==> config.mk <==
export PLATFORM = sky130hd
export DESIGN_NAME = prio_intc
export DESIGN_NICKNAME = d
export VERILOG_FILES = /design/src/rtl/prio_intc_pkg.sv /design/src/rtl/prio_intc_src.sv /design/src/rtl/prio_intc_tree.sv /design/src/rtl/prio_intc_regs.sv /design/src/rtl/prio_intc.sv
export SDC_FILE = /design/constraint.sdc
export NUM_CORES = 1
export LEC_CHECK = 0
export BUFFER_PORTS_ARGS = -buffer_cell sky130_fd_sc_hd__buf_2
export CORE_ASPECT_RATIO = 0.6
export CORE_MARGIN = 2
export CORE_UTILIZATION = 25
export CTS_CLUSTER_DIAMETER = 50
export DETAILED_ROUTE_END_ITERATION = 6
export PLACE_DENSITY = 0.5
export RECOVER_POWER = 50
export SYNTH_ARGS = -nofsm -noshare
export SYNTH_HDL_FRONTEND = slang
export SYNTH_SLANG_ARGS = --single-unit
export TNS_END_PERCENT = 30
==> constraint.sdc <==
create_clock -name clk -period 8.55 [get_ports clk]
set_input_delay 1.2825 -clock clk [delete_from_list [all_inputs] [get_ports clk]]
set_output_delay 1.2825 -clock clk [all_outputs]
set_load 0.03 [all_outputs]
==> src/rtl/prio_intc_pkg.sv <==
// Shared constants for the priority interrupt controller.
// Assumes an 8-bit register address space and 4-bit priorities.
package prio_intc_pkg;
    localparam int PRI_W = 4;
    localparam int VEC_W = 8;
    localparam int WORD_W = PRI_W + VEC_W;

    localparam logic [7:0] A_PEND = 8'h00;
    localparam logic [7:0] A_EN   = 8'h20;
    localparam logic [7:0] A_PRI  = 8'h40;
    localparam logic [7:0] A_SWI  = 8'h60;
    localparam logic [7:0] A_FAST = 8'h70;

    typedef struct packed {
        logic             valid;
        logic [PRI_W-1:0] pri;
        logic [VEC_W-1:0] vec;
    } req_t;
endpackage

==> src/rtl/prio_intc_src.sv <==
// Per-source trigger logic: holds the pending flags and flags new events.
// Assumes LEVEL_MASK is fixed at build time. A level source follows its
// line and ignores clears; an edge source latches rising edges.
module prio_intc_src #(
    parameter int NUM_SRC = 32,
    parameter logic [NUM_SRC-1:0] LEVEL_MASK = '0
) (
    input  logic               clk,
    input  logic               rst_n,
    input  logic [NUM_SRC-1:0] src_line,
    input  logic [NUM_SRC-1:0] clr_vec,
    output logic [NUM_SRC-1:0] pend,
    output logic [NUM_SRC-1:0] event_vec
);
    for (genvar n = 0; n < NUM_SRC; n++) begin : g_src
        if (LEVEL_MASK[n]) begin : g_level
            logic unused_clr;
            assign unused_clr   = clr_vec[n];
            assign event_vec[n] = src_line[n];
            // Pending mirrors the line one edge late.
            always_ff @(posedge clk) begin
                if (!rst_n) pend[n] <= 1'b0;
                else        pend[n] <= src_line[n];
            end
        end else begin : g_edge
            logic prev_q;
            assign event_vec[n] = src_line[n] & ~prev_q;
            // Remember the line and latch rising edges; a new edge beats a clear.
            always_ff @(posedge clk) begin
                if (!rst_n) begin
                    prev_q  <= 1'b0;
                    pend[n] <= 1'b0;
                end else begin
                    prev_q  <= src_line[n];
                    pend[n] <= (pend[n] & ~clr_vec[n]) | event_vec[n];
                end
            end
        end
    end
endmodule

==> src/rtl/prio_intc_tree.sv <==
// Combinational binary tree that picks the candidate with the strictly
// highest nonzero priority, with ties going to the lower index.
// Assumes NUM_SRC is a power of two.
module prio_intc_tree
    import prio_intc_pkg::*;
#(
    parameter int NUM_SRC = 32,
    localparam int IDX_W = $clog2(NUM_SRC)
) (
    input  logic [NUM_SRC-1:0]       cand,
    input  logic [NUM_SRC*PRI_W-1:0] src_pri,
    output logic                     win_valid,
    output logic [IDX_W-1:0]         win_idx,
    output logic [PRI_W-1:0]         win_pri
);
    logic             nv [1:2*NUM_SRC-1];
    logic [PRI_W-1:0] np [1:2*NUM_SRC-1];
    logic [IDX_W-1:0] ni [1:2*NUM_SRC-1];

    for (genvar i = 0; i < NUM_SRC; i++) begin : g_leaf
        assign nv[NUM_SRC+i] = cand[i] && (src_pri[i*PRI_W +: PRI_W] != '0);
        assign np[NUM_SRC+i] = src_pri[i*PRI_W +: PRI_W];
        assign ni[NUM_SRC+i] = IDX_W'(i);
    end

    for (genvar j = 1; j < NUM_SRC; j++) begin : g_node
        logic take_r;
        // The right child wins only if it is valid and strictly higher.
        assign take_r = nv[2*j+1] && (!nv[2*j] || (np[2*j+1] > np[2*j]));
        assign nv[j]  = nv[2*j] || nv[2*j+1];
        assign np[j]  = take_r ? np[2*j+1] : np[2*j];
        assign ni[j]  = take_r ? ni[2*j+1] : ni[2*j];
    end

    assign win_valid = nv[1];
    assign win_idx   = ni[1];
    assign win_pri   = np[1];

    // the winner is at least as high as every valid candidate.
    always_comb begin
        for (int i = 0; i < NUM_SRC; i++) begin
            if (cand[i] && src_pri[i*PRI_W +: PRI_W] != '0)
                a_r5_tree_max: assert (win_valid && win_pri >= src_pri[i*PRI_W +: PRI_W]);
        end
    end
endmodule

==> src/rtl/prio_intc_regs.sv <==
// Register bank: enable bytes, priority registers, fast-routing register,
// software-interrupt strobe and a read-only view of the pending flags.
// Assumes NUM_SRC >= 16 and that the bases are aligned to their extents.
module prio_intc_regs
    import prio_intc_pkg::*;
#(
    parameter int NUM_SRC = 32,
    parameter int NUM_PRI = 16,
    localparam int IDX_W = $clog2(NUM_SRC),
    localparam int EN_BYTES = NUM_SRC / 8,
    localparam int EN_IW = $clog2(EN_BYTES),
    localparam int MAP_W = $clog2(NUM_PRI)
) (
    input  logic                     clk,
    input  logic                     rst_n,
    input  logic [7:0]               bus_addr,
    input  logic                     bus_wr,
    input  logic                     bus_size,
    input  logic [15:0]              bus_wdata,
    output logic [15:0]              bus_rdata,
    input  logic [NUM_SRC-1:0]       pend,
    output logic [NUM_SRC-1:0]       en_vec,
    output logic [NUM_PRI*PRI_W-1:0] pri_flat,
    output logic                     fast_en,
    output logic [VEC_W-1:0]         fast_vec,
    output logic                     swi_pulse
);
    localparam logic [7:0] PEND_END = A_PEND + 8'(NUM_SRC);
    localparam logic [7:0] EN_END   = A_EN + 8'(EN_BYTES);
    localparam logic [7:0] PRI_END  = A_PRI + 8'(NUM_PRI);

    logic [7:0]       en_q  [EN_BYTES];
    logic [PRI_W-1:0] pri_q [NUM_PRI];
    logic             fast_en_q;
    logic [VEC_W-1:0] fast_vec_q;
    logic             swi_q;
    logic is_pend, is_en, is_pri, is_swi, is_fast, size_ok;
    logic unused_wbits;

    assign unused_wbits = ^bus_wdata[14:8];

    // Address decode and access-width check.
    always_comb begin
        is_pend = bus_addr < PEND_END;
        is_en   = bus_addr >= A_EN && bus_addr < EN_END;
        is_pri  = bus_addr >= A_PRI && bus_addr < PRI_END;
        is_swi  = bus_addr == A_SWI;
        is_fast = bus_addr == A_FAST;
        size_ok = is_fast ? bus_size : !bus_size;
    end

    // Register writes; the software strobe lasts one cycle.
    always_ff @(posedge clk) begin
        if (!rst_n) begin
            for (int b = 0; b < EN_BYTES; b++) en_q[b] <= '0;
            for (int p = 0; p < NUM_PRI; p++) pri_q[p] <= '0;
            fast_en_q  <= 1'b0;
            fast_vec_q <= '0;
            swi_q      <= 1'b0;
        end else begin
            swi_q <= 1'b0;
            if (bus_wr && size_ok) begin
                if (is_en)   en_q[bus_addr[EN_IW-1:0]]  <= bus_wdata[7:0];
                if (is_pri)  pri_q[bus_addr[MAP_W-1:0]] <= bus_wdata[PRI_W-1:0];
                if (is_fast) begin
                    fast_en_q  <= bus_wdata[15];
                    fast_vec_q <= bus_wdata[VEC_W-1:0];
                end
                if (is_swi)  swi_q <= bus_wdata[0];
            end
        end
    end

    // Read mux; a wrong width or an unmapped address returns all ones.
    always_comb begin
        bus_rdata = '1;
        if (size_ok) begin
            if (is_pend)      bus_rdata = {15'd0, pend[bus_addr[IDX_W-1:0]]};
            else if (is_en)   bus_rdata = {8'd0, en_q[bus_addr[EN_IW-1:0]]};
            else if (is_pri)  bus_rdata = {12'd0, pri_q[bus_addr[MAP_W-1:0]]};
            else if (is_swi)  bus_rdata = 16'd0;
            else if (is_fast) bus_rdata = {fast_en_q, 7'd0, fast_vec_q};
        end
    end

    for (genvar n = 0; n < NUM_SRC; n++) begin : g_en
        assign en_vec[n] = en_q[n/8][n%8];
    end
    for (genvar p = 0; p < NUM_PRI; p++) begin : g_pri
        assign pri_flat[p*PRI_W +: PRI_W] = pri_q[p];
    end
    assign fast_en   = fast_en_q;
    assign fast_vec  = fast_vec_q;
    assign swi_pulse = swi_q;

    // a byte-wide write to the fast register leaves it untouched.
    a_r9_fast_size: assert property (@(posedge clk) disable iff (!rst_n)
        (bus_wr && is_fast && !bus_size) |=> ($stable(fast_en_q) && $stable(fast_vec_q)));
    // a pulse is never followed by another unless a new write came in.
    a_r8_one_cycle: assert property (@(posedge clk) disable iff (!rst_n)
        (swi_q && !(bus_wr && is_swi)) |=> !swi_q);
endmodule

==> src/rtl/prio_intc.sv <==
// Top of the priority interrupt controller. Holds the single outstanding
// request, starts it from new events, re-arbitrates on acknowledge,
// withdraws it when its level source drops, and routes it to the normal
// or the fast output.
// Assumes PRI_MAP entries are below NUM_PRI.
module prio_intc
    import prio_intc_pkg::*;
#(
    parameter int NUM_SRC = 32,
    parameter int NUM_PRI = 16,
    parameter logic [NUM_SRC-1:0] LEVEL_MASK = 32'h0000_00F0,
    parameter logic [NUM_SRC*$clog2(NUM_PRI)-1:0] PRI_MAP =
        128'hFFEE_DDCC_BBAA_9988_7766_5544_3322_1100
) (
    input  logic               clk,
    input  logic               rst_n,
    input  logic [NUM_SRC-1:0] src_line,
    input  logic               ack,
    input  logic [7:0]         bus_addr,
    input  logic               bus_wr,
    input  logic               bus_size,
    input  logic [15:0]        bus_wdata,
    output logic [15:0]        bus_rdata,
    output logic [WORD_W-1:0]  irq_word,
    output logic [WORD_W-1:0]  fiq_word,
    output logic               swi_pulse
);
    localparam int IDX_W = $clog2(NUM_SRC);
    localparam int MAP_W = $clog2(NUM_PRI);

    logic [NUM_SRC-1:0]       pend, event_vec, en_vec, clr_vec, cand;
    logic [NUM_PRI*PRI_W-1:0] pri_flat;
    logic [NUM_SRC*PRI_W-1:0] src_pri;
    logic                     fast_en;
    logic [VEC_W-1:0]         fast_vec;
    logic                     win_valid, ev_found, withdraw, to_fast, owner_lvl;
    logic [IDX_W-1:0]         win_idx, ev_idx;
    logic [PRI_W-1:0]         win_pri;
    logic                     req_valid;
    logic [IDX_W-1:0]         req_src;
    logic [PRI_W-1:0]         req_pri;

    prio_intc_regs #(.NUM_SRC(NUM_SRC), .NUM_PRI(NUM_PRI)) i_regs (
        .clk(clk), .rst_n(rst_n), .bus_addr(bus_addr), .bus_wr(bus_wr),
        .bus_size(bus_size), .bus_wdata(bus_wdata), .bus_rdata(bus_rdata),
        .pend(pend), .en_vec(en_vec), .pri_flat(pri_flat), .fast_en(fast_en),
        .fast_vec(fast_vec), .swi_pulse(swi_pulse));

    prio_intc_src #(.NUM_SRC(NUM_SRC), .LEVEL_MASK(LEVEL_MASK)) i_src (
        .clk(clk), .rst_n(rst_n), .src_line(src_line), .clr_vec(clr_vec),
        .pend(pend), .event_vec(event_vec));

    for (genvar i = 0; i < NUM_SRC; i++) begin : g_map
        localparam int P = int'(PRI_MAP[i*MAP_W +: MAP_W]);
        assign src_pri[i*PRI_W +: PRI_W] = pri_flat[P*PRI_W +: PRI_W];
    end

    prio_intc_tree #(.NUM_SRC(NUM_SRC)) i_tree (
        .cand(cand), .src_pri(src_pri), .win_valid(win_valid),
        .win_idx(win_idx), .win_pri(win_pri));

    // Retirement clear for an edge owner, and the candidates left after it.
    always_comb begin
        owner_lvl = LEVEL_MASK[req_src];
        clr_vec   = (ack && req_valid && !owner_lvl) ? (NUM_SRC'(1) << req_src) : '0;
        cand      = pend & ~clr_vec;
        withdraw  = req_valid && owner_lvl && !src_line[req_src];
    end

    // Lowest-numbered enabled new event, excluding source 0.
    always_comb begin
        ev_found = 1'b0;
        ev_idx   = '0;
        for (int i = NUM_SRC - 1; i >= 0; i--) begin
            if (i != 0 && event_vec[i] && en_vec[i]) begin
                ev_found = 1'b1;
                ev_idx   = IDX_W'(i);
            end
        end
    end

    // Outstanding request: re-arbitrate on ack, withdraw, or start from an event.
    always_ff @(posedge clk) begin
        if (!rst_n) begin
            req_valid <= 1'b0;
            req_src   <= '0;
            req_pri   <= '0;
        end else if (ack && req_valid) begin
            req_valid <= win_valid && en_vec[win_idx] && (win_idx != '0);
            req_src   <= win_idx;
            req_pri   <= win_pri;
        end else if (withdraw) begin
            req_valid <= 1'b0;
        end else if (!req_valid && ev_found) begin
            req_valid <= 1'b1;
            req_src   <= ev_idx;
            req_pri   <= src_pri[ev_idx*PRI_W +: PRI_W];
        end
    end

    // Output routing toward the normal or the fast line.
    always_comb begin
        to_fast  = fast_en && (fast_vec == VEC_W'(req_src));
        irq_word = (req_valid && !to_fast) ? {req_pri, VEC_W'(req_src)} : '0;
        fiq_word = (req_valid && to_fast)  ? {req_pri, VEC_W'(req_src)} : '0;
    end

    // the two outputs are never active together.
    a_r4_one_output: assert property (@(posedge clk) disable iff (!rst_n)
        !(irq_word != '0 && fiq_word != '0));
    // a dropped level owner leaves no request after the next edge.
    a_r6_withdraw: assert property (@(posedge clk) disable iff (!rst_n)
        (withdraw && !ack) |=> !req_valid);
    // an idle controller with an eligible event issues on the next edge.
    a_r2_idle_issue: assert property (@(posedge clk) disable iff (!rst_n)
        (!req_valid && ev_found) |=> req_valid);
    // without ack or withdrawal the outstanding request holds.
    a_r5_hold: assert property (@(posedge clk) disable iff (!rst_n)
        (req_valid && !ack && !withdraw) |=> (req_valid && $stable(req_src) && $stable(req_pri)));
endmodule

[After elaboration in Yosys (flattened, before gate mapping)]
Memories as Yosys holds them, arrays and structs flattened. A register that Yosys moved wholly into a read port is not among the register bits.
Cells that the tools add are included.
Cells by class
  order comparisons: 39
  equality and inequality tests: 4
  divide/modulo/power cells: 0
  add/sub/neg operators: 0
  $mul: 0
  mux-type cells: 151
  shift operators: 2
  bitwise gates (word level): 142
  reduce and logical (&&, ||, !) cells: 229
Operators with widths (number)
  $mux W5: 37
  $shiftx A128 B8 Y4: 1
  $gt A4 B4 Y1: 31
  $logic_and A1 B1 Y1: 107
  $mux W16: 6
  $mux W4: 22
  $mux W1: 66
  $reduce_bool A4 Y1: 16
  $logic_or A1 B1 Y1: 62
  $and A1 B1 Y1: 56
  $not A1 Y1: 56
  $logic_not A1 Y1: 36
  $and A32 B32 Y32: 1
  $mux W32: 1
  $not A32 Y32: 1
  $shl A1 B5 Y32 const A: 1
  $or A1 B1 Y1: 28
  $mux W12: 2
  $lt A5 B6 Y1 const B: 3
  $mux W2: 9
  $eq A8 B7 Y1 const B: 2
  $lt A8 B6 Y1 const B: 2
  $bmux W1 S5: 3
  $mux W3: 4
  other kinds (13): 14
Word-level totals
  memories kept: 3
  bits of input ports: 61
  bits in writable memories: 96
  bits in read-only memories: 32
  bits in registers: 80
  word-level logic and storage cells: 636
  output and inout port bits: 41
  latch bits: 0
Memories
  i_regs.pri_q: depth 16, bits a word 4, rd ports 17, clocked after Yosys merged registers in 0, write ports 16, RTL line prio_intc_regs.sv:33  | logic [PRI_W-1:0] pri_q [NUM_PRI];
  (name not given): depth 32, bits a word 1, rd ports 1, clocked after Yosys merged registers in 1, write ports 0, RTL line prio_intc.sv:64  | owner_lvl = LEVEL_MASK[req_src];
  i_regs.en_q: depth 4, bits a word 8, rd ports 5, clocked after Yosys merged registers in 0, write ports 4, RTL line prio_intc_regs.sv:32  | logic [7:0] en_q [EN_BYTES];

[Longest topological paths before layout]
Gate-level depths: netlist (run 1).
  word-level depth: 40
  mapped depth: 46
  depth with buffers taken out: 41

[By module]
A second synthesis (run 1) with hierarchy kept.
Second synthesis, totals
  cells, all modules: 1837
  area total of the unflattened synthesis: 16574.6 um^2
By module, submodules not included
  prio_intc_tree: times used 1, cells an instance 856, area each 5990.7 um^2, seq. area each 0.0 um^2
  prio_intc_regs: times used 1, cells an instance 421, area each 5537.8 um^2, seq. area each 3083.0 um^2
  prio_intc: times used 1, cells an instance 373, area each 2975.4 um^2, seq. area each 220.2 um^2
  prio_intc_src: times used 1, cells an instance 187, area each 2070.7 um^2, seq. area each 1201.2 um^2

[Worst setup path before layout (run 1)]
OpenSTA, ideal clock, no wires.
  path type: in2reg
  start point: input port ack
  end point: register req_valid
  path buffers: 6
  stages on the path: 41
  setup time: 0.125 ns
  arrival: 9.136 ns
  slack: -0.712 ns
  required time: 8.425 ns
  path through: buf_2 or4b_1 buf_2 or3_4 o221ai_4 o21bai_4 mux2_2 ha_1 a21oi_1 a211o_1 or3_1 o311a_1 and2_1 buf_2 o21ai_0 o31ai_1 ha_1 nor2b_1 [... 5 more ...] clkbuf_1 o21ai_0 ha_1 nor2b_1 o21ai_0 nand2b_1 a21oi_1 o32ai_2 o31a_1 buf_2 o2111a_1 a31oi_1 o311a_1 buf_6 mux4_2 a22o_1 a41o_1 o41a_1
On the way
  word-level cells in the longest chain between the ends: 28
  elaborated cells between the ends (all ways): 220
  those cells by class: 7 x order compare; 49 x mux; 2 x bitwise; 162 x reduce/logical
Ends and longest elaborated chain
  start: declaration: RTL line prio_intc.sv:18  | input logic ack,
  $logic_and A1 B1 Y1 *: RTL line prio_intc.sv:65, prio_intc.sv:88
  $logic_and A1 B1 Y1: RTL line prio_intc.sv:65  | clr_vec = (ack && req_valid && !owner_lvl) ? (NUM_SRC'(1) << req_src) : '0;
  $mux W32: RTL line prio_intc.sv:65
  $not A32 Y32: RTL line prio_intc.sv:66  | cand = pend & ~clr_vec;
  $and A32 B32 Y32: RTL line prio_intc.sv:66
  $logic_and A1 B1 Y1, on equally long branches
  $logic_or A1 B1 Y1: RTL line prio_intc_tree.sv:30  | assign nv[j] = nv[2*j] || nv[2*j+1];
  $logic_not A1 Y1: RTL line prio_intc_tree.sv:29  | assign take_r = nv[2*j+1] && (!nv[2*j] || (np[2*j+1] > np[2*j]));
  [... 11 more ...]
  $gt A4 B4 Y1: RTL line prio_intc_tree.sv:29
  $logic_or A1 B1 Y1: RTL line prio_intc_tree.sv:29
  $logic_and A1 B1 Y1: RTL line prio_intc_tree.sv:29
  $mux W5: RTL line prio_intc_tree.sv:32  | assign ni[j] = take_r ? ni[2*j+1] : ni[2*j];
  $bmux W1 S5: RTL line prio_intc.sv:89  | req_valid <= win_valid && en_vec[win_idx] && (win_idx != '0);
  $mux W1 (implied by the code): RTL line prio_intc.sv:89
  $logic_and A1 B1 Y1 (2 in series): RTL line prio_intc.sv:89
  $mux W1: RTL line prio_intc.sv:88  | end else if (ack && req_valid) begin
  end signal: assignment: RTL line prio_intc.sv:89
  end: declaration: RTL line prio_intc.sv:39  | logic req_valid;
Mark *: on every way between the ends. The rest lies on a longest branch, timed or not. The select of a mux whose other input is x is not followed.
A chain may end at the register's enable or synchronous reset.

[Worst setup path after layout (run 1)]
Ends and elaborated chain as after synthesis.

==> results of run 1 <==
## where the power goes
group	switching (W)	internal [W]	leakage (nW)
clock	0.000423	0.000427	0.301
combinational	0.00135	0.00120	4.78
sequential	0.000121	0.000960	1.58
## critical path: cells and delay by family
family                   cells  cell delay (ps)
AND/OR/NAND/NOR              8             1680
AO/OA/AOI/OAI               22             3950
buffers and inverters        3              350
adder cells (fa/ha/maj)      3              840
multiplexers                 2              850
## area by class of cell
type / count / area (µm²) / share of cell area
clock buffers: 18 / 439 / 0.0264
multi-input cells: 1089 / 8540 / 0.514
well taps: 703 / 880 / 0.0530
clock inverters: 14 / 163 / 0.00980
repair buffers: 279 / 1860 / 0.112
diodes: 1 / 2.50 / 0.000151
inverters: 56 / 210 / 0.0127
flip-flops and latches: 177 / 4510 / 0.271
## registers in the layout, indices dropped and copies added (netlist names)
| name | count |
|---|---|
| i_regs.fast_en | 1 |
| req_src | 5 |
| req_pri | 4 |
| i_src.g_src.g_edge.prev_q | 28 |
| i_regs.swi_pulse | 1 |
| owner_lvl | 1 |
| i_src.pend | 32 |
| i_regs.pri_q | 64 |
| i_regs.en_q | 32 |
| i_regs.fast_vec | 8 |
| req_valid | 1 |
## logic make-up (layout without fill, tap and decap cells)
logic type	after synthesis	after routing	share of synthesized area
flip-flops	177	177	0.338
adder cells (fa/ha/maj)	58	58	0.0544
XOR/XNOR	7	7	0.00460
AND/OR/NAND/NOR	544	544	0.227
AO/OA/AOI/OAI	320	320	0.164
buffers and inverters	141	367	0.0449
other	1	7	0.000281
multiplexers	154	154	0.168
## synth_stat cells, drive strengths merged, types with 4 or more instances
cell type / n / share of area
clkbuf: 53 / 0.015
a31oi: 7 / 0.0033
a211oi: 6 / 0.0034
o22ai: 6 / 0.0033
o31ai: 11 / 0.0066
and4: 4 / 0.0026
nand2b: 25 / 0.012
o211a: 5 / 0.0038
o221ai: 14 / 0.012
and3b: 4 / 0.0026
o21a: 26 / 0.015
nand3: 25 / 0.0094
mux2: 14 / 0.012
a22oi: 5 / 0.0028
o2111ai: 6 / 0.0039
dfxtp: 81 / 0.12
o211ai: 5 / 0.0028
nand2: 93 / 0.026
o21ai: 92 / 0.035
nand3b: 12 / 0.0068
mux4: 54 / 0.091
nor2: 85 / 0.024
edfxtp: 96 / 0.22
o21bai: 4 / 0.0039
inv: 56 / 0.016
a211o: 4 / 0.0026
xnor2: 5 / 0.0033
or4: 18 / 0.010
o41ai: 6 / 0.0039
ha: 58 / 0.054
or2: 4 / 0.0019
a21boi: 18 / 0.010
buf: 32 / 0.014
and2: 142 / 0.067
a21o: 9 / 0.0051
a21oi: 74 / 0.029
and3: 23 / 0.011
nor2b: 53 / 0.025
mux2i: 86 / 0.065
nand4: 18 / 0.0084
nor3: 15 / 0.0056
or3: 6 / 0.0032
## placed cells by master, fill, tap and decap left out, types with 18 or more instances in the layout
master    Yosys  final
a21oi_1      72     65
mux2i_1      86     81
or4_1        18     18
and3_1       23     23
nand3_1      25     25
nor2b_1      53     53
buf_4        12    181
buf_2         8     78
nand4_1      18     18
edfxtp_1     96     96
and2_1      141    111
o21a_1       26     24
nand2_1      93     91
o21ai_0      88     73
nand2b_1     25     25
nor2_1       85     83
inv_1        56     56
ha_1         58     54
and2_0        0     29
mux4_2       54     54
dfxtp_1      81     80
## repair_timing
| action | CTS | global route |
|---|---|---|
| pin swaps | 0 | 22 |
| endpoints found under the setup margin | 1 | 2 |
| buffers inserted | 2 | 7 |
| gates resized for setup | 13 | 45 |
| hold buffers | 0 | 0 |
## layer usage
| layer | track usage | wire (µm) | share of wire | vias to the layer above |
|---|---|---|---|---|
| met5 | 0 | 0 | 0 | - |
| met4 | 0.0206 | 312 | 0.0057 | 0 |
| met3 | 0.0583 | 6200 | 0.11 | 26 |
| met2 | 0.248 | 19800 | 0.36 | 563 |
| met1 | 0.331 | 28700 | 0.52 | 6276 |
| li1 | - | - | - | 5639 |
## per-stage QoR
step	setup slack [ps]	power, W
after floorplan	-232	0.00245
after global placement	-638	0.00339
after detailed placement	-785	0.00342
after CTS	4.22	0.00433
after global routing	-276	0.00471
final	-41.6	0.00448
## final timing paths
| path | start | to | slack [ps] |
|---|---|---|---|
| worst max-delay path | ack | req_valid | -40 |
| worst min-delay path | i_src.pend[12] | i_src.pend[12] | 530 |
| worst max register to register | req_src[0] | req_valid | 140 |
| worst min register to register | i_src.pend[12] | i_src.pend[12] | 530 |
==> flow_summary.yaml, run 1 <==
synth:
  ys_async_sr_fraction: 0
  netlist_instances: 1402
  synth_area_um2: 13300
  ys_warn_count: 0
  syn_avg_cell_area_um2: 9.51
  ys_ff_latch: 177
  synth-edff-count: 96
  ys_seq_area_frac: 0.338
  synthDistinctLibCells: 81
  ys.flop_type: "edfxtp_1"
timing:
  holdWs_ps: 530
  fmax_ghz: 0.116
  period_share: 1.00
  final_max_slew_viol_count: 124
  clock_skew_ps: 11.3
  setup_viol: 1
  fin_crit_ps: 8590
  timing.slew.headroom: -1.30
  rsz0062_at_grt: "yes"
  fin_tns_setup_ps: -41.6
  tightest_slew_ps: 3450
  final_hold_viol_count: 0
  setup_slack_ps: -41.6
drt:
  drt_iter0_markers: 1482
  drc: 0
  dr.pass1.iters: 5
  viasPerCell: 5.35
  vias: 12504
  wl_per_cell_um: 23.5
  routed_wl_mm: 55.0
  postRouteAntennaNets: 0
place:
  dp_hpwl_mm: 44.3
  gp_routability_congestion: 0.930
  dpl.cell_count: 2295
  numPortBuffers: 88
  post_dp_cell_area_um2: 15700
clocking:
  cts_inserted_buffers: 17
  clock_latency_ps: 470
  path_clk_slew_ps: 80
  cts_tree: "done"
  cts-root-buf: "clkbuf_16"
  cts.sinks: 177
  cts_max_level: 4
  clk_path_buf_depth: 2
global_routing:
  grt_overflow_total: 0
  track_usage: 0.199
  grt_pass1_vias: 11628
  grt_start_max_net_pins: 85
  antenna_found_initial: 2
  grt_pass1_wl_mm: 80.0
layout:
  final_core_util: 0.316
  layout-drive-gt1-share: 0.261
  filler_cell_count: 5479
  fin_cells: 2337
  syn_to_final_growth_pct: 24.5
  finalInstanceArea_um2: 16600
  nNetsFinal: 1739
setup_path:
  criticalPathCategory: "primary input to flip-flop"
  cp-end-kind: "flip-flop"
  critPathRequiredTime_ps: 8910
  start_kind: "primary input"
  path_max_fanout: 7
  reg2regPathDepth: 40
  slowest_delay_ps: 550
  cp.arrival_ps: 8950
  crit_slowest_cell: "or4b_4"
power_and_ir_drop:
  pwr_density_cell_nw_per_um2: 270
  leakagePower_nw: 6.67
  ir_drop_v: 0.000195
floorplanning:
  floorplan.core_area_um2: 52600
  die_area_um2: 55300
  die_h_um: 183
  rows: 65
  start_util: 0.253
  die_w_um: 302
  io_pins: 102
outcome:
  violations: "capacitance limit, slew limit, setup timing"
  outcome: "finished with violations"
hold_path:
  hold_class: "flip-flop to flip-flop"
  hold_depth: 2
run:
  drv_cap: 2
Note: power is estimated with default switching activity, not from simulation.
==> run 2: changes to the inputs <==
--- a/config.mk
+++ b/config.mk
@@ -13,6 +13,7 @@
 export DETAILED_ROUTE_END_ITERATION = 6
 export PLACE_DENSITY = 0.5
 export RECOVER_POWER = 50
+export REMOVE_ABC_BUFFERS = 1
 export SYNTH_ARGS = -nofsm -noshare
 export SYNTH_HDL_FRONTEND = slang
 export SYNTH_SLANG_ARGS = --single-unit
==> run 2 against run 1 <==
  * The flow still finishes with violations (capacitance limit, slew limit, setup timing)
  * Clock power fell by 7.3%
  * Global-route usage fell by 0.20 points
  * Sequential power barely moved
  * Via count barely moved
  * Largest cell class unchanged
  * Fmax fell by 2.1%
  * Combinational power rose by 2%
  * Final area rose by 1.3%
  * Register-to-register slack improved by 20 ps
  * Die area did not move
  * Worst setup slack got worse by 180 ps
  * Largest power group unchanged
  * Clock-buffer cell count did not move
  * Critical endpoint unchanged
  * Critical path depth did not move
==> flow_summary.yaml, run 2 (synthesis gave the netlist of run 1 again) <==
layout:
  largest_reg_flops: 64
  syn_to_final_growth_pct: 26.1
  multiInputGateArea_um2: 8590
  nNetsFinal: 1768
  filler_cell_count: 5504
  num_antenna_cells: 0
  largest-register: "i_regs.pri_q"
  final-seq-area_um2: 4510
  finalInstanceArea_um2: 16800
  layout-drive-gt1-share: 0.276
  layout_commonest_cell: "buf_4"
  final_core_util: 0.320
  top_regs: "i_regs.pri_q: 64 flops, i_regs.en_q: 32 flops, i_src.pend: 32 flops"
  final_cell_mix: "215 x buf_4, 98 x and2_1, 96 x edfxtp_1, 93 x nand2_1, 82 x mux2i_1"
floorplanning:
  io_pins: 102
  die_w_um: 302
  start_util: 0.253
  floorplan.core_area_um2: 52600
  die_area_um2: 55300
  die_h_um: 183
  rows: 65
timing:
  period_share: 1.03
  fmax_ghz: 0.114
  setup_viol: 1
  rsz0062_at_grt: "yes"
  tightest_slew_ps: 2980
  final_hold_viol_count: 0
  timing.slew.headroom: -0.988
  setup_slack_ps: -223
  fin_crit_ps: 8770
  clock_skew_ps: 15.2
  final_max_slew_viol_count: 105
clocking:
  cts_max_level: 4
  path_clk_slew_ps: 90
  clock_latency_ps: 470
  clk_path_buf_depth: 2
  hold_buffers: 0
  cts_inserted_buffers: 17
  cts_tree: "done"
  cts.sinks: 177
  cts-root-buf: "clkbuf_16"
outcome:
  outcome: "finished with violations"
  violations: "capacitance limit, slew limit, setup timing"
setup_path:
  path_max_fanout: 5
  cp.arrival_ps: 9130
  criticalPathCategory: "primary input to flip-flop"
  crit_buf_inv: 5
  crit_slowest_cell: "mux4_2"
  slowest_delay_ps: 540
  cp.depth: 38
  critPathRequiredTime_ps: 8910
  cp-end-kind: "flip-flop"
  start_kind: "primary input"
  crit_family: "compound AO/OA/AOI/OAI gates"
  reg2regPathDepth: 45
global_routing:
  grt_overflow_total: 0
  track_usage: 0.197
  grt_start_max_net_pins: 73
  antenna_found_initial: 2
  gr-usage-met1: 0.321
  top_usage_layer: "met1"
  grt_pass1_wl_mm: 79.0
  use_met3: 0.0738
  grt_use_met2: 0.238
  grt_pass1_vias: 11641
drt:
  drt_iter0_markers: 1407
  drc: 0
  dr.pass1.iters: 7
  wl_per_cell_um: 23.2
  routed_wl_mm: 54.8
  vias: 12495
  viasPerCell: 5.28
  postRouteAntennaNets: 0
hold_path:
  hold_class: "flip-flop to flip-flop"
  hold_depth: 2
place:
  dp_hpwl_mm: 44.1
  gp_routability_congestion: 0.987
  numPortBuffers: 88
  post_dp_cell_area_um2: 15900
run:
  drv_cap: 2
power_and_ir_drop:
  leakagePower_nw: 6.77
  ir_drop_v: 0.000186
  pwr_density_cell_nw_per_um2: 263
[run 2: stage by stage]
stage               setup slack, ps  instances  setup TNS [ps]  power (W)  hold WS, ps
floorplan                      -962       1322            -962    0.00231          465
global placement               -936       2318           -1470    0.00335          499
detailed placement            -1040       2318           -1890    0.00338          517
CTS                            12.5       2361               0    0.00431          524
global route                   -413       2365            -413    0.00462          551
finish                         -223       2365            -223    0.00443          522
[run 2: path summary, 6_finish.rpt]
| kind | start | end | slack (ps) |
|---|---|---|---|
| setup reg to reg | i_regs.pri_q[12][3] | req_valid | 160 |
| setup / recovery | ack | req_valid | -220 |
| hold / removal | i_src.g_src[25].g_edge.prev_q | i_src.pend[25] | 520 |
| hold reg to reg | i_src.g_src[25].g_edge.prev_q | i_src.pend[25] | 520 |
[run 2: worst min-delay path: cells and delay by family, from the launching register on]
family,cells,cell delay (ps)
compound gates,1,70
flops,1,320
simple gates,1,90
[run 2: report_power, final]
| group | total, W | leakage, nW | internal (W) | switching (W) |
|---|---|---|---|---|
| combinational | 0.00259 | 4.92 | 0.00119 | 0.00140 |
| clock | 0.000788 | 0.266 | 0.000383 | 0.000406 |
| sequential | 0.00105 | 1.58 | 0.000961 | 0.0000869 |
| total | 0.00443 | 6.77 | 0.00254 | 0.00189 |
[run 2: area by class of cell]
type | count | share of cell area
timing repair buffer | 308 | 0.124
inverter | 56 | 0.0125
sequential | 177 | 0.268
clock buffer | 18 | 0.0255
clock inverter | 14 | 0.00751
multi-input combinational | 1089 | 0.511
tap | 703 | 0.0523
[run 2: timing repair]
item / in CTS / in global routing
pin swaps: 18 / 14
buffers inserted: 12 / 4
gates resized for setup: 42 / 29
setup endpoints to repair: 1 / 2
[run 2: metal layers]
metal / vias to the layer above / share of wire
met1: 6221 / 0.51
li1: 5693 / -
met3: 30 / 0.13
met4: 0 / 0.0081
met2: 551 / 0.36
met5: - / 0
==> run 3: changes to the inputs <==
--- a/config.mk
+++ b/config.mk
@@ -11,6 +11,7 @@
 export CORE_UTILIZATION = 25
 export CTS_CLUSTER_DIAMETER = 50
 export DETAILED_ROUTE_END_ITERATION = 6
+export MAX_ROUTING_LAYER = met4
 export PLACE_DENSITY = 0.5
 export RECOVER_POWER = 50
 export REMOVE_ABC_BUFFERS = 1
==> run 3 against run 2 <==
  * The flow still finishes with violations (capacitance limit, slew limit, setup timing)
  * Sequential share of layout area is 0.44 points lower
  * Worst setup slack better by 170 ps
  * Global-route usage is 0.88 points higher
  * Via count is 0.78% higher
  * Sequential power hardly changed
  * Utilization is 0.53 points higher
  * Largest power group unchanged
  * Highest routed layer unchanged
==> flow_summary.yaml, run 3 (synthesis gave the netlist of run 1 again) <==
clocking:
  path_clk_slew_ps: 70
  cts_max_level: 4
  cts_inserted_buffers: 17
  cts_tree: "done"
  cts.sinks: 177
  clock_latency_ps: 470
  cts-root-buf: "clkbuf_16"
  hold_buffers: 0
  clk_path_buf_depth: 2
timing:
  setup_slack_ps: -52.1
  final_hold_viol_count: 0
  period_share: 1.01
  tightest_slew_ps: 4340
  rsz0062_at_grt: "yes"
  clock_skew_ps: 13.5
  setup_viol: 1
  timing.slew.headroom: -1.89
  fmax_ghz: 0.116
  final_max_slew_viol_count: 92
  fin_tns_setup_ps: -52.1
  fin_crit_ps: 8600
layout:
  largest_reg_flops: 64
  layout_commonest_cell: "buf_4"
  nNetsFinal: 1775
  final_cell_mix: "211 x buf_4, 103 x and2_1, 96 x edfxtp_1, 91 x nand2_1, 82 x nor2_1"
  largest-register: "i_regs.pri_q"
  filler_cell_count: 5379
  syn_to_final_growth_pct: 28.2
  layout-drive-gt1-share: 0.291
  top_regs: "i_regs.pri_q: 64 flops, i_regs.en_q: 32 flops, i_src.pend: 32 flops"
  fin_cells: 2373
power_and_ir_drop:
  swShare: 0.423
  internal_power_w: 0.00264
  power.switching_w: 0.00193
  leakagePower_nw: 6.87
  ir_drop_v: 0.000199
  pwr-share-clk: 0.180
  pwr_density_cell_nw_per_um2: 267
  power_frac_comb: 0.592
  p_seq_frac: 0.228
setup_path:
  path_max_fanout: 6
  slowest_delay_ps: 500
  start_kind: "primary input"
  critPathRequiredTime_ps: 8900
  cp.arrival_ps: 8950
  crit_slowest_cell: "mux4_2"
  crit_buf_inv: 6
  cp-end-kind: "flip-flop"
  crit_family: "compound AO/OA/AOI/OAI gates"
  criticalPathCategory: "primary input to flip-flop"
global_routing:
  grt_pass1_wl_mm: 80.2
  grt_overflow_total: 0
  track_usage: 0.206
  antenna_found_initial: 2
  grt_start_max_net_pins: 92
  grt_pass1_vias: 11845
run:
  drv_cap: 1
floorplanning:
  die_h_um: 183
  floorplan.core_area_um2: 52600
  start_util: 0.253
  die_w_um: 302
  io_pins: 102
  rows: 65
  die_area_um2: 55300
outcome:
  violations: "capacitance limit, slew limit, setup timing"
  outcome: "finished with violations"
drt:
  postRouteAntennaNets: 0
  vias: 12593
  dr.pass1.iters: 5
  drc: 0
  routed_wl_mm: 55.7
  wl_per_cell_um: 23.5
  viasPerCell: 5.31
  drt_iter0_markers: 1405
place:
  gp_routability_congestion: 0.978
  dp_hpwl_mm: 44.4
  numPortBuffers: 88
  dpl.cell_count: 2320
hold_path:
  hold_class: "flip-flop to flip-flop"
## run 3: changes by cell type in the layout (fill, tap and decap cells not counted), moves of 4 or more
cell,before,now
buf_4,215,211
and2_1,98,103
and2_0,42,37
buf_6,3,9
ha_1,52,45
a21oi_1,61,57
ha_4,5,12
## run 3: timing repair
action                     in CTS  in global routing
resized for setup              56                 50
buffers inserted                8                 13
setup endpoints to repair       1                  1
hold endpoints to repair        0                  0
pin swaps                      28                 32
cloned                          0                  0
## run 3: worst paths after layout
check	startpoint	endpoint	slack [ps]	cells past startpoint
worst max-delay path	ack	req_valid	-50	40
worst min-delay path	i_src.pend[28]	i_src.pend[28]	510	2
worst max register to register	req_src[0]	req_valid	210	41
worst min register to register	i_src.pend[28]	i_src.pend[28]	510	2
## run 3: metrics by stage
step	setup WS (ps)	area [µm²]	utilization	hold WS [ps]	power, W
2_1_floorplan	-962	13000	-	465	0.00231
3_3_place_gp	-1010	15900	0.302	494	0.00334
3_5_place_dp	-1090	15900	0.302	503	0.00338
4_1_cts	1.37	16800	0.319	519	0.00437
5_1_grt	-321	17100	0.325	549	0.00479
6_report	-52.1	17100	0.325	512	0.00457
## run 3: final cells by class
class,instances,area (µm²),area share
clock buffer,17,425,0.0249
sequential,177,4510,0.264
timing repair buffer,315,2170,0.127
antenna,1,2.50,0.000146
tap,703,880,0.0515
multi-input combinational,1089,8730,0.511
inverter,56,210,0.0123
clock inverter,15,170,0.00995
## run 3: power groups by stage
stage	Combinational, W	Clock (W)	Sequential, W
2_1_floorplan	0.00125	0	0.00106
3_3_place_gp	0.00229	0	0.00106
3_5_place_dp	0.00232	0	0.00106
4_1_cts	0.00249	0.000837	0.00104
5_1_grt	0.00287	0.000867	0.00105
6_report	0.00270	0.000825	0.00104
## run 3: tightest hold or removal path: stages, from the launching register on
cell,delay (ps)
dfxtp_1,330
o31ai_1,60
a21boi_0,70
## run 3: layer usage
metal | vias up | wire (µm) | global-route usage
met5 | - | 0 | -
met4 | 0 | 627 | 0.0335
met3 | 39 | 7410 | 0.0804
met2 | 589 | 20200 | 0.246
met1 | 6258 | 27500 | 0.317
li1 | 5707 | - | -
